[src/rtl/lcv_pkg.sv]
// Package: shared types for the line code violation detector.
// Assumes: nothing beyond IEEE 1800-2017.
package lcv_pkg;

    // Progress through a B8ZS substitution codeword (000V B0VB).
    typedef enum logic [1:0] {
        CW_IDLE  = 2'd0,   // no codeword in progress
        CW_GOT_V = 2'd1,   // first violation seen after three zeros
        CW_GOT_B = 2'd2,   // opposite-polarity B seen after the first V
        CW_GOT_Z = 2'd3    // zero after B seen, second V expected
    } b8_state_e;

endpackage

[src/rtl/lcv_zero_run.sv]
// Module: counts consecutive zeros and raises a hit on the zero that
// reaches the mode-dependent excessive-zeros limit.
// Assumes: every limit is at most 2**ZR_W - 1 and at least 4; the counter
// saturates so long runs never wrap back onto a limit.
module lcv_zero_run #(
    parameter int ZR_W       = 5,
    parameter int E1_LIM     = 4,
    parameter int T1_AMI_LIM = 16,
    parameter int T1_ZS_LIM  = 8
) (
    input  logic            clk,
    input  logic            rst_n,
    input  logic            bit_en,
    input  logic            mark,
    input  logic            e1_mode,
    input  logic            zs_en,
    output logic [ZR_W-1:0] run_cnt,
    output logic            exz_hit
);
    localparam logic [ZR_W-1:0] RUN_MAX = {ZR_W{1'b1}};

    logic [ZR_W-1:0] run_q;
    logic [ZR_W:0]   limit;
    logic [ZR_W:0]   run_plus;

    // Pick the excessive-zeros limit for the current mode and coding.
    always_comb begin
        if (e1_mode)     limit = (ZR_W+1)'(E1_LIM);
        else if (zs_en)  limit = (ZR_W+1)'(T1_ZS_LIM);
        else             limit = (ZR_W+1)'(T1_AMI_LIM);
        run_plus = {1'b0, run_q} + 1'b1;
        exz_hit  = bit_en && !mark && (run_plus == limit);
    end

    // Track the number of zeros since the last mark, saturating.
    always_ff @(posedge clk) begin
        if (!rst_n)
            run_q <= '0;
        else if (bit_en) begin
            if (mark)                  run_q <= '0;
            else if (run_q != RUN_MAX) run_q <= run_q + 1'b1;
        end
    end

    assign run_cnt = run_q;

    // A hit leaves the run at least at the smallest limit.
    assert_run_at_limit_R6: assert property (@(posedge clk) disable iff (!rst_n)
        exz_hit |=> (run_q >= ZR_W'(E1_LIM)));

    // No two hits on consecutive bits of one run.
    assert_single_hit_R7: assert property (@(posedge clk) disable iff (!rst_n)
        exz_hit |=> !exz_hit);

    // A mark empties the run.
    assert_mark_clears_R8: assert property (@(posedge clk) disable iff (!rst_n)
        (bit_en && mark) |=> (run_q == '0));

endmodule

[src/rtl/lcv_polarity.sv]
// Module: remembers the polarity of the last single-polarity mark and
// flags raw bipolar violations, before any codeword suppression.
// Assumes: a bit with both strobes high is a violation in itself and
// carries no polarity.
module lcv_polarity (
    input  logic clk,
    input  logic rst_n,
    input  logic bit_en,
    input  logic line_pos,
    input  logic line_neg,
    output logic raw_bpv,
    output logic dbl_mark
);
    logic have_mark_q;
    logic last_pos_q;
    logic single;

    // Classify the current bit against the remembered polarity.
    always_comb begin
        single   = line_pos ^ line_neg;
        dbl_mark = bit_en && line_pos && line_neg;
        raw_bpv  = dbl_mark ||
                   (bit_en && single && have_mark_q && (line_pos == last_pos_q));
    end

    // Store the polarity of each single-polarity mark.
    always_ff @(posedge clk) begin
        if (!rst_n) begin
            have_mark_q <= 1'b0;
            last_pos_q  <= 1'b0;
        end else if (bit_en && single) begin
            have_mark_q <= 1'b1;
            last_pos_q  <= line_pos;
        end
    end

    // After a single mark, the stored polarity is that mark's.
    assert_pol_follows_R1: assert property (@(posedge clk) disable iff (!rst_n)
        (bit_en && (line_pos ^ line_neg)) |=> (have_mark_q && (last_pos_q == $past(line_pos))));

    // A double strobe leaves the stored polarity alone.
    assert_dbl_keeps_pol_R2: assert property (@(posedge clk) disable iff (!rst_n)
        (bit_en && line_pos && line_neg) |=> $stable(last_pos_q));

    // An idle bit slot changes no state.
    assert_idle_stable_R9: assert property (@(posedge clk) disable iff (!rst_n)
        !bit_en |=> ($stable(last_pos_q) && $stable(have_mark_q)));

endmodule

[src/rtl/lcv_codeword.sv]
// Module: recognises HDB3 and B8ZS substitution violations so they can be
// withheld from the bipolar violation report, and detects HDB3 code
// violations (two successive violations of equal polarity).
// Assumes: decisions are made per bit with no look-ahead; run_cnt is the
// zero count before the current bit.
module lcv_codeword
    import lcv_pkg::*;
#(
    parameter int ZR_W = 5
) (
    input  logic            clk,
    input  logic            rst_n,
    input  logic            bit_en,
    input  logic            line_pos,
    input  logic            line_neg,
    input  logic            raw_bpv,
    input  logic [ZR_W-1:0] run_cnt,
    input  logic            e1_mode,
    input  logic            zs_en,
    output logic            suppress,
    output logic            cv_hit
);
    localparam logic [ZR_W-1:0] RUN_TWO   = ZR_W'(2);
    localparam logic [ZR_W-1:0] RUN_THREE = ZR_W'(3);

    logic      hdb3_sel;
    logic      b8zs_sel;
    logic      single;
    logic      sgl_bpv;
    logic      hdb3_sup;
    logic      b8zs_sup;
    logic      v_have_q;
    logic      v_pos_q;
    logic      b8_vpos_q;
    b8_state_e b8_q;
    b8_state_e b8_d;

    // Decode the coding in force and qualify single-polarity violations.
    always_comb begin
        hdb3_sel = e1_mode && zs_en;
        b8zs_sel = !e1_mode && zs_en;
        single   = bit_en && (line_pos ^ line_neg);
        sgl_bpv  = raw_bpv && (line_pos ^ line_neg);
        hdb3_sup = hdb3_sel && sgl_bpv && ((run_cnt == RUN_TWO) || (run_cnt == RUN_THREE));
        cv_hit   = hdb3_sel && sgl_bpv && v_have_q && (line_pos == v_pos_q);
    end

    // Step the B8ZS codeword tracker and decide its suppression.
    always_comb begin
        b8_d     = CW_IDLE;
        b8zs_sup = 1'b0;
        if (b8zs_sel && bit_en) begin
            case (b8_q)
                CW_IDLE: begin
                    if (sgl_bpv && (run_cnt == RUN_THREE)) begin
                        b8zs_sup = 1'b1;
                        b8_d     = CW_GOT_V;
                    end
                end
                CW_GOT_V: begin
                    if (single && (line_pos != b8_vpos_q)) b8_d = CW_GOT_B;
                end
                CW_GOT_B: begin
                    if (!line_pos && !line_neg) b8_d = CW_GOT_Z;
                end
                CW_GOT_Z: begin
                    if (sgl_bpv) b8zs_sup = 1'b1;
                end
                default: b8_d = CW_IDLE;
            endcase
        end else if (b8zs_sel) begin
            b8_d = b8_q;
        end
        suppress = hdb3_sup || b8zs_sup;
    end

    // Hold tracker state and the first-violation polarity.
    always_ff @(posedge clk) begin
        if (!rst_n) begin
            b8_q      <= CW_IDLE;
            b8_vpos_q <= 1'b0;
        end else begin
            b8_q <= b8_d;
            if (b8zs_sel && bit_en && (b8_q == CW_IDLE) && b8zs_sup)
                b8_vpos_q <= line_pos;
        end
    end

    // Remember the polarity of the last HDB3 violation for code-violation checks.
    always_ff @(posedge clk) begin
        if (!rst_n || !hdb3_sel) begin
            v_have_q <= 1'b0;
            v_pos_q  <= 1'b0;
        end else if (sgl_bpv) begin
            v_have_q <= 1'b1;
            v_pos_q  <= line_pos;
        end
    end

    // Suppression never applies to a double strobe.
    assert_no_dbl_suppress_R2: assert property (@(posedge clk) disable iff (!rst_n)
        (suppress && bit_en) |-> (line_pos != line_neg));

    // B8ZS suppression only at the two violation positions of the codeword.
    assert_b8zs_position_R4: assert property (@(posedge clk) disable iff (!rst_n)
        (b8zs_sup) |-> ((run_cnt == RUN_THREE) || (b8_q == CW_GOT_Z)));

    // A code violation needs an earlier violation in HDB3 mode.
    assert_cv_needs_history_R5: assert property (@(posedge clk) disable iff (!rst_n)
        cv_hit |-> (v_have_q && e1_mode && zs_en));

    // With AMI coding nothing is withheld.
    assert_ami_no_suppress_R10: assert property (@(posedge clk) disable iff (!rst_n)
        !zs_en |-> !suppress);

endmodule

[src/rtl/lcv_detector.sv]
// Module: top of the line code violation detector. Combines polarity
// tracking, codeword recognition and zero-run counting, and registers
// the three error pulses.
// Assumes: line strobes are already sliced and aligned to bit_en; all
// outputs lag the qualifying bit by one clock.
module lcv_detector #(
    parameter int ZR_W       = 5,
    parameter int E1_LIM     = 4,
    parameter int T1_AMI_LIM = 16,
    parameter int T1_ZS_LIM  = 8
) (
    input  logic clk,
    input  logic rst_n,
    input  logic bit_en,
    input  logic line_pos,
    input  logic line_neg,
    input  logic e1_mode,
    input  logic zs_en,
    output logic bpv_pulse,
    output logic cv_pulse,
    output logic exz_pulse
);
    logic            raw_bpv;
    logic            dbl_mark;
    logic            suppress;
    logic            cv_hit;
    logic            exz_hit;
    logic            mark;
    logic [ZR_W-1:0] run_cnt;
    logic            bpv_q, cv_q, exz_q;

    assign mark = line_pos || line_neg;

    lcv_polarity u_pol (
        .clk      (clk),
        .rst_n    (rst_n),
        .bit_en   (bit_en),
        .line_pos (line_pos),
        .line_neg (line_neg),
        .raw_bpv  (raw_bpv),
        .dbl_mark (dbl_mark)
    );

    lcv_zero_run #(
        .ZR_W       (ZR_W),
        .E1_LIM     (E1_LIM),
        .T1_AMI_LIM (T1_AMI_LIM),
        .T1_ZS_LIM  (T1_ZS_LIM)
    ) u_run (
        .clk     (clk),
        .rst_n   (rst_n),
        .bit_en  (bit_en),
        .mark    (mark),
        .e1_mode (e1_mode),
        .zs_en   (zs_en),
        .run_cnt (run_cnt),
        .exz_hit (exz_hit)
    );

    lcv_codeword #(
        .ZR_W (ZR_W)
    ) u_cw (
        .clk      (clk),
        .rst_n    (rst_n),
        .bit_en   (bit_en),
        .line_pos (line_pos),
        .line_neg (line_neg),
        .raw_bpv  (raw_bpv),
        .run_cnt  (run_cnt),
        .e1_mode  (e1_mode),
        .zs_en    (zs_en),
        .suppress (suppress),
        .cv_hit   (cv_hit)
    );

    // Register the three error pulses one clock after the bit.
    always_ff @(posedge clk) begin
        if (!rst_n) begin
            bpv_q <= 1'b0;
            cv_q  <= 1'b0;
            exz_q <= 1'b0;
        end else begin
            bpv_q <= raw_bpv && !suppress;
            cv_q  <= cv_hit;
            exz_q <= exz_hit;
        end
    end

    assign bpv_pulse = bpv_q;
    assign cv_pulse  = cv_q;
    assign exz_pulse = exz_q;

    // No pulse follows an idle bit slot.
    assert_idle_quiet_R9: assert property (@(posedge clk) disable iff (!rst_n)
        !bit_en |=> !(bpv_pulse || cv_pulse || exz_pulse));

    // A double strobe is always reported.
    assert_dbl_reported_R2: assert property (@(posedge clk) disable iff (!rst_n)
        dbl_mark |=> bpv_pulse);

    // Code violations are silent outside E1 with HDB3.
    assert_cv_mode_R5: assert property (@(posedge clk) disable iff (!rst_n)
        !(e1_mode && zs_en) |=> !cv_pulse);

    // Excessive zeros only follow a zero bit.
    assert_exz_on_zero_R6: assert property (@(posedge clk) disable iff (!rst_n)
        (bit_en && mark) |=> !exz_pulse);

endmodule

[config.mk]
export PLATFORM = sky130hd
export DESIGN_NAME = lcv_detector
export DESIGN_NICKNAME = d
export VERILOG_FILES = /design/src/rtl/lcv_pkg.sv /design/src/rtl/lcv_zero_run.sv /design/src/rtl/lcv_polarity.sv /design/src/rtl/lcv_codeword.sv /design/src/rtl/lcv_detector.sv
export SDC_FILE = /design/constraint.sdc
export NUM_CORES = 1
export LEC_CHECK = 0
export CAP_MARGIN = 20
export CORE_MARGIN = 5
export CORE_UTILIZATION = 45
export DETAILED_ROUTE_END_ITERATION = 10
export PLACE_DENSITY = 0.66
export SYNTH_ARGS = -nofsm -noshare
export SYNTH_HDL_FRONTEND = slang
export SYNTH_SLANG_ARGS = --single-unit
[constraint.sdc]
create_clock -name clk -period 5.65 [get_ports clk]
set_clock_uncertainty 0.15 [all_clocks]
set_input_delay 1.13 -clock clk [delete_from_list [all_inputs] [get_ports clk]]
set_output_delay 1.13 -clock clk [all_outputs]
set_load 0.02 [all_outputs]
* Yosys cells after proc, flatten, opt, wreduce, memory -nomap -nowiden
Cells that the tools add are included.
Storage, ports and cells: input port bits 7, logic and storage cells 74, output and inout bits 3, register bits 15
Cells by class: $add $sub $neg 2, multiplexer cells 14, reductions and logical operators 36, bitwise gates (word level) 1, eq/ne operators 11
Operators by type and width (number):
- 1-bit logical AND | 21
- 5-bit two-way mux | 3
- 5-bit by 2-bit == test with 1-bit output (second input constant) | 2
- 2-bit two-way mux | 4
- 1-bit zero test | 7
- 5-bit by 1-bit adder with 6-bit output (second input constant) | 1
- 6-bit == test | 1
- 6-bit two-way mux | 1
- 2-bit one-hot mux with 3 select lines | 1
- 5-bit by 1-bit adder with 5-bit output (second input constant) | 1
- 1-bit logical OR | 5
- 5-bit != test (second input constant) | 1
- 2-bit == test (second input constant) | 2
- 1-bit two-way mux | 4
- 1-bit == test | 2
- 2-bit by 1-bit == test with 1-bit output (second input constant) | 1
- 2-bit zero test | 1
- 2-bit != test (second input constant) | 1
- 1-bit one-hot mux with 2 select lines | 1
- 2-bit AND reduction | 1
- 2-bit nonzero test | 1
- 1-bit != test | 1
- 1-bit bitwise XOR | 1

* Longest topological paths before layout
word-level depth 13, depth in mapped cells 7, depth with buffers taken out 7

* Hierarchy
A second synthesis with hierarchy kept.
Second synthesis, totals: cells, all modules 111, area, all modules 955.9 µm²
By module, submodules not included:
- lcv_codeword | area each 402.9 µm², cells each 48, instances 1
- lcv_zero_run | area each 349.1 µm², cells each 40, instances 1
- lcv_polarity | area each 116.4 µm², cells each 16, instances 1
- lcv_detector | area each 87.6 µm², cells each 7, instances 1

* Worst setup path before layout
No wires, ideal clock.
path kind input to register, from in line_pos, to reg u_cw.b8_vpos_q, path slack 3.020 ns, buffers on the path 1, arrival 2.409 ns, stages on the path 7, library setup time 0.072 ns, path through buf_4 -> inv_1 -> ha_1 -> nand2_1 -> a221oi_4 -> and4bb_1 -> mux2i_1
On the way: cells in the longest elaborated chain, start to end 11, elaborated cells between the ends (all ways) 15
Ends and longest elaborated chain:
- start: declaration | line lcv_detector.sv:15 | input logic line_pos,
- 1-bit bitwise XOR | line lcv_polarity.sv:20, lcv_codeword.sv:43
- 1-bit logical AND (3 in a row) | line lcv_polarity.sv:23 | (bit_en && single && have_mark_q && (line_pos == last_pos_q));
- 1-bit logical OR | line lcv_polarity.sv:22 | raw_bpv = dbl_mark ||
- 1-bit logical AND | line lcv_codeword.sv:43 | sgl_bpv = raw_bpv && (line_pos ^ line_neg);
- 1-bit logical AND | line lcv_codeword.sv:55 | if (sgl_bpv && (run_cnt == RUN_THREE)) begin
- 1-bit two-way mux | line lcv_codeword.sv:55
- 1-bit one-hot mux with 2 select lines | line lcv_codeword.sv:53 | case (b8_q)
- 1-bit two-way mux | line lcv_codeword.sv:52 | if (b8zs_sel && bit_en) begin
- 1-bit logical AND | line lcv_codeword.sv:84 | if (b8zs_sel && bit_en && (b8_q == CW_IDLE) && b8zs_sup)
- end signal: assignment | line lcv_codeword.sv:85 | b8_vpos_q <= line_pos;
- end: declaration | line lcv_codeword.sv:34 | logic b8_vpos_q;
Parallel ways exist; a longest one is shown, timed or not. A chain may end at the register's enable or synchronous reset.

* Final worst setup path
Ends and elaborated chain as after synthesis.

==> metrics.log <==
[metrics] iteration-0 DRC count of the detailed router: 9
[metrics] kind of end point of the critical path: flip-flop
[metrics] area occupied by registers: 300 µm²
[metrics] sum of overflow across all layers after global routing: 0
[metrics] RSZ-0062 raised after global routing: false
[metrics] data arrival time at the worst-slack endpoint: 3.13 ns
[metrics] die span in x: 55.9 µm
[metrics] DRC errors left: 0
[metrics] cells traversed along the worst timing path: clkdlybuf4s50_1, inv_1, ha_1, nand2_1, a221oi_4, and4bb_1, mux2i_1
[metrics] area of all placed cells without fillers: 1080 µm²
[metrics] number of sinks handled by clock tree synthesis: 15
[metrics] number of instances in the synthesized netlist: 109
[metrics] number of buffer and inverter instances along the worst setup path: 2
[metrics] total of warnings raised by yosys: 0
[metrics] setup-violating endpoint count in the final report: 0
[metrics] CTS tree: done
[metrics] combinational power share: 13.6%
[metrics] maximum clock frequency: 0.326 GHz
[metrics] number of nets in the final layout: 136
[metrics] First-pass DRT Iterations: 4
[metrics] final total power: 198 µW
[metrics] first-pass GRT wire length: 3360 µm
[metrics] sum of routed wire segments on met1: 905 µm
[metrics] critical path peak fanout: 8
[metrics] Final WS setup: 2.58 ns
[metrics] R2R setup slack: 3.68 ns
[metrics] half-perimeter wire length after detailed placement: 1370 µm
[metrics] maximum number of pins on one net before global-route repair: 15
[metrics] drt total wl: 1780 µm
[metrics] Slowest cell on crit path: clkdlybuf4s50_1
[metrics] Max Used Layer: met4
[metrics] sequential element share of the synthesized area: 31.7%
[metrics] sequential share of power: 55.1%
[metrics] initial antenna violation count: 0
[metrics] worst hold-check path type: flip-flop to flip-flop
[metrics] Post-CTS Setup Inserts: 0
[metrics] final worst-path cycle share: 54.3%
[metrics] height of the die: 55.9 µm
[metrics] Num CTS Buffers: 3
[metrics] power density over cell area: 183 nW/µm²
[metrics] most common flop cell mapped by yosys: dfxtp_1
[metrics] LEAKAGE: 0.421 nW
[metrics] filler cell count in the final layout: 180
[metrics] number of H-tree levels: 1
[metrics] layout cells sized above 1: 8.40%
[metrics] site row count: 16
[metrics] Sw Ratio: 26.3%
[metrics] Avg Vias per Cell: 5.35
[metrics] total net switching power: 52.1 µW
[metrics] ANT nets after route: 0
[metrics] weighted congestion at the end of routability-driven global placement: 0.792
[metrics] outcome: completed
[metrics] post-synth net total: 125
[metrics] critical path class: input pin to flip-flop
[metrics] Slew Viols, Final: 0
[metrics] Req. time, crit path: 5.71 ns
[metrics] starting density of the core: 47.8%
[metrics] pre-CTS setup slack: 2.29 ns
[metrics] CTS max path bufs: 2
[metrics] per-instance average area after synthesis: 8.69 µm²
[metrics] number of I/O port buffers: 9
[metrics] Int Power: 146 µW
[metrics] amount of wire on met3 after detailed routing: 60 µm
[metrics] transition time at the pin with the least slew margin: 0.476 ns
[metrics] Final Hold Viols: 0
[metrics] post-synth design cell area: 947 µm²
[metrics] most frequent cells in the layout: 15 x nand2_1, 15 x dfxtp_1, 9 x nor2_1, 9 x ha_1, 9 x clkdlybuf4s50_1
[metrics] clock tree root buffer cell: clkbuf_4
[metrics] flop and latch count out of synthesis: 15
[metrics] aggregate global-route resource usage: 12.9%
[metrics] final critical path time including I/O delays and setup: 3.07 ns
[metrics] footprint of the multi-input gates: 612 µm²
[metrics] number of distinct library cells after synthesis: 37
[metrics] CTS clock-pin slew for the worst setup and hold paths: 0.09 ns
[metrics] number of synthesized flops with an enable pin: 0
[metrics] startpoint type of the worst setup path: input pin
[metrics] post-place instance area: 1050 µm²
[metrics] average detailed-routed wire length per instance: 12.2 µm
[metrics] detailed route wirelength on metal2: 802 µm
[metrics] cts hold-fix bufs: 0
[metrics] power share of the clock group: 31.4%
[metrics] Max rail drop VDD: 0.133 mV
[metrics] clk_lat worst skew: 0.28 ns
[metrics] fraction of synthesis flops using an asynchronous set or reset pin: 0%
[metrics] maximum cell stage delay along the critical path: 0.63 ns
[metrics] via count: 781
[metrics] # diodes: 0
[metrics] Die Outline Area: 3120 µm²
[metrics] area of the placeable core: 1980 µm²
[metrics] layout-stage area growth over the synthesis result: 14.3%
[metrics] boundary pin count: 10
[metrics] via count of the first global-routing pass: 794
[metrics] number of maximum-capacitance constraint violations: 0
[metrics] Crit path max-delay family: buffers and inverters
[metrics] number of instances resized during post-cts repair: 0
[metrics] slew margin rel.: 68.1%
[metrics] setup_tns: 0 ns
-- cell usage after synthesis, drive strengths merged (3+ instances only) --
| cell type | instances | area, µm² |
|---|---|---|
| nand2b | 3 | 18.8 |
| o2111ai | 3 | 26.3 |
| nor3 | 4 | 20.0 |
| nand2 | 15 | 56.3 |
| nor2 | 9 | 33.8 |
| inv | 5 | 18.8 |
| and3 | 3 | 20.0 |
| dfxtp | 15 | 300 |
| o21a | 3 | 22.5 |
| xor2 | 3 | 26.3 |
| ha | 9 | 113 |
| nand3 | 3 | 15.0 |
| a21oi | 4 | 20.0 |
| a21boi | 4 | 30.0 |
-- metrics by stage --
step	cells	hold WS, ns	util, %
after global routing	146	0.366	54.6
after CTS	146	0.331	54.6
after detailed placement	142	0.304	53.2
after floorplan	109	0.281	-
after global placement	142	0.299	53.2
final	146	0.324	54.6
-- worst reg2reg max path, delay by kind of cell (launching register included) --
kind / cells / cell delay [ns]
simple gates: 2 / 0.29
compound gates: 2 / 0.35
fa+ha+maj: 2 / 0.59
flops: 1 / 0.36
xor+xnor: 1 / 0.14
-- cells by family after synthesis --
group / Yosys count / synth area share, %
AND/OR/NAND/NOR: 47 / 25.9
AO/OA/AOI/OAI: 23 / 19.8
flip-flops: 15 / 31.7
adder cells (fa/ha/maj): 9 / 11.9
buffers and inverters: 8 / 3.70
XOR/XNOR: 4 / 3.70
multiplexers: 3 / 3.30
-- worst paths after layout --
| check | from | to | cells after the start |
|---|---|---|---|
| max reg2reg | u_run.run_cnt[1] | exz_pulse | 7 |
| min reg2reg | u_cw.v_have_q | u_cw.v_have_q | 2 |
| min | u_cw.v_have_q | u_cw.v_have_q | 2 |
| max | line_pos | u_cw.b8_vpos_q | 7 |
-- layer usage --
| layer | up-vias | GRT usage [%] |
|---|---|---|
| met2 | 7 | 20.8 |
| met3 | 2 | 2.55 |
| met4 | 0 | 4.07 |
| met5 | - | 0 |
| met1 | 363 | 17.2 |
| li1 | 409 | - |
-- flip-flops by register name (all words and copies together) (netlist names) --
signal and count:
u_cw.b8_q 2, u_cw.v_pos_q 1, exz_pulse 1, bpv_pulse 1
u_cw.v_have_q 1, cv_pulse 1, u_pol.last_pos_q 1, u_run.run_cnt 5
u_cw.b8_vpos_q 1, u_pol.have_mark_q 1
-- final cells by class --
cell class,instances,share of cell area [%]
clock inverter,1,0.462
timing repair buffer,9,8.32
clock buffer,3,2.08
multi-input combinational,86,56.5
inverter,5,1.73
tap,27,3.12
sequential,15,27.7
-- power by group through the flow --
stage | Clock [mW] | Sequential (mW) | Combinational, mW
after floorplan | 0 | 0.112 | 0.0177
after global routing | 0.0697 | 0.109 | 0.0295
after detailed placement | 0 | 0.111 | 0.0268
final | 0.0621 | 0.109 | 0.0268
after CTS | 0.0636 | 0.109 | 0.0269
after global placement | 0 | 0.111 | 0.0265
Note: power is estimated with default switching activity, not from simulation.
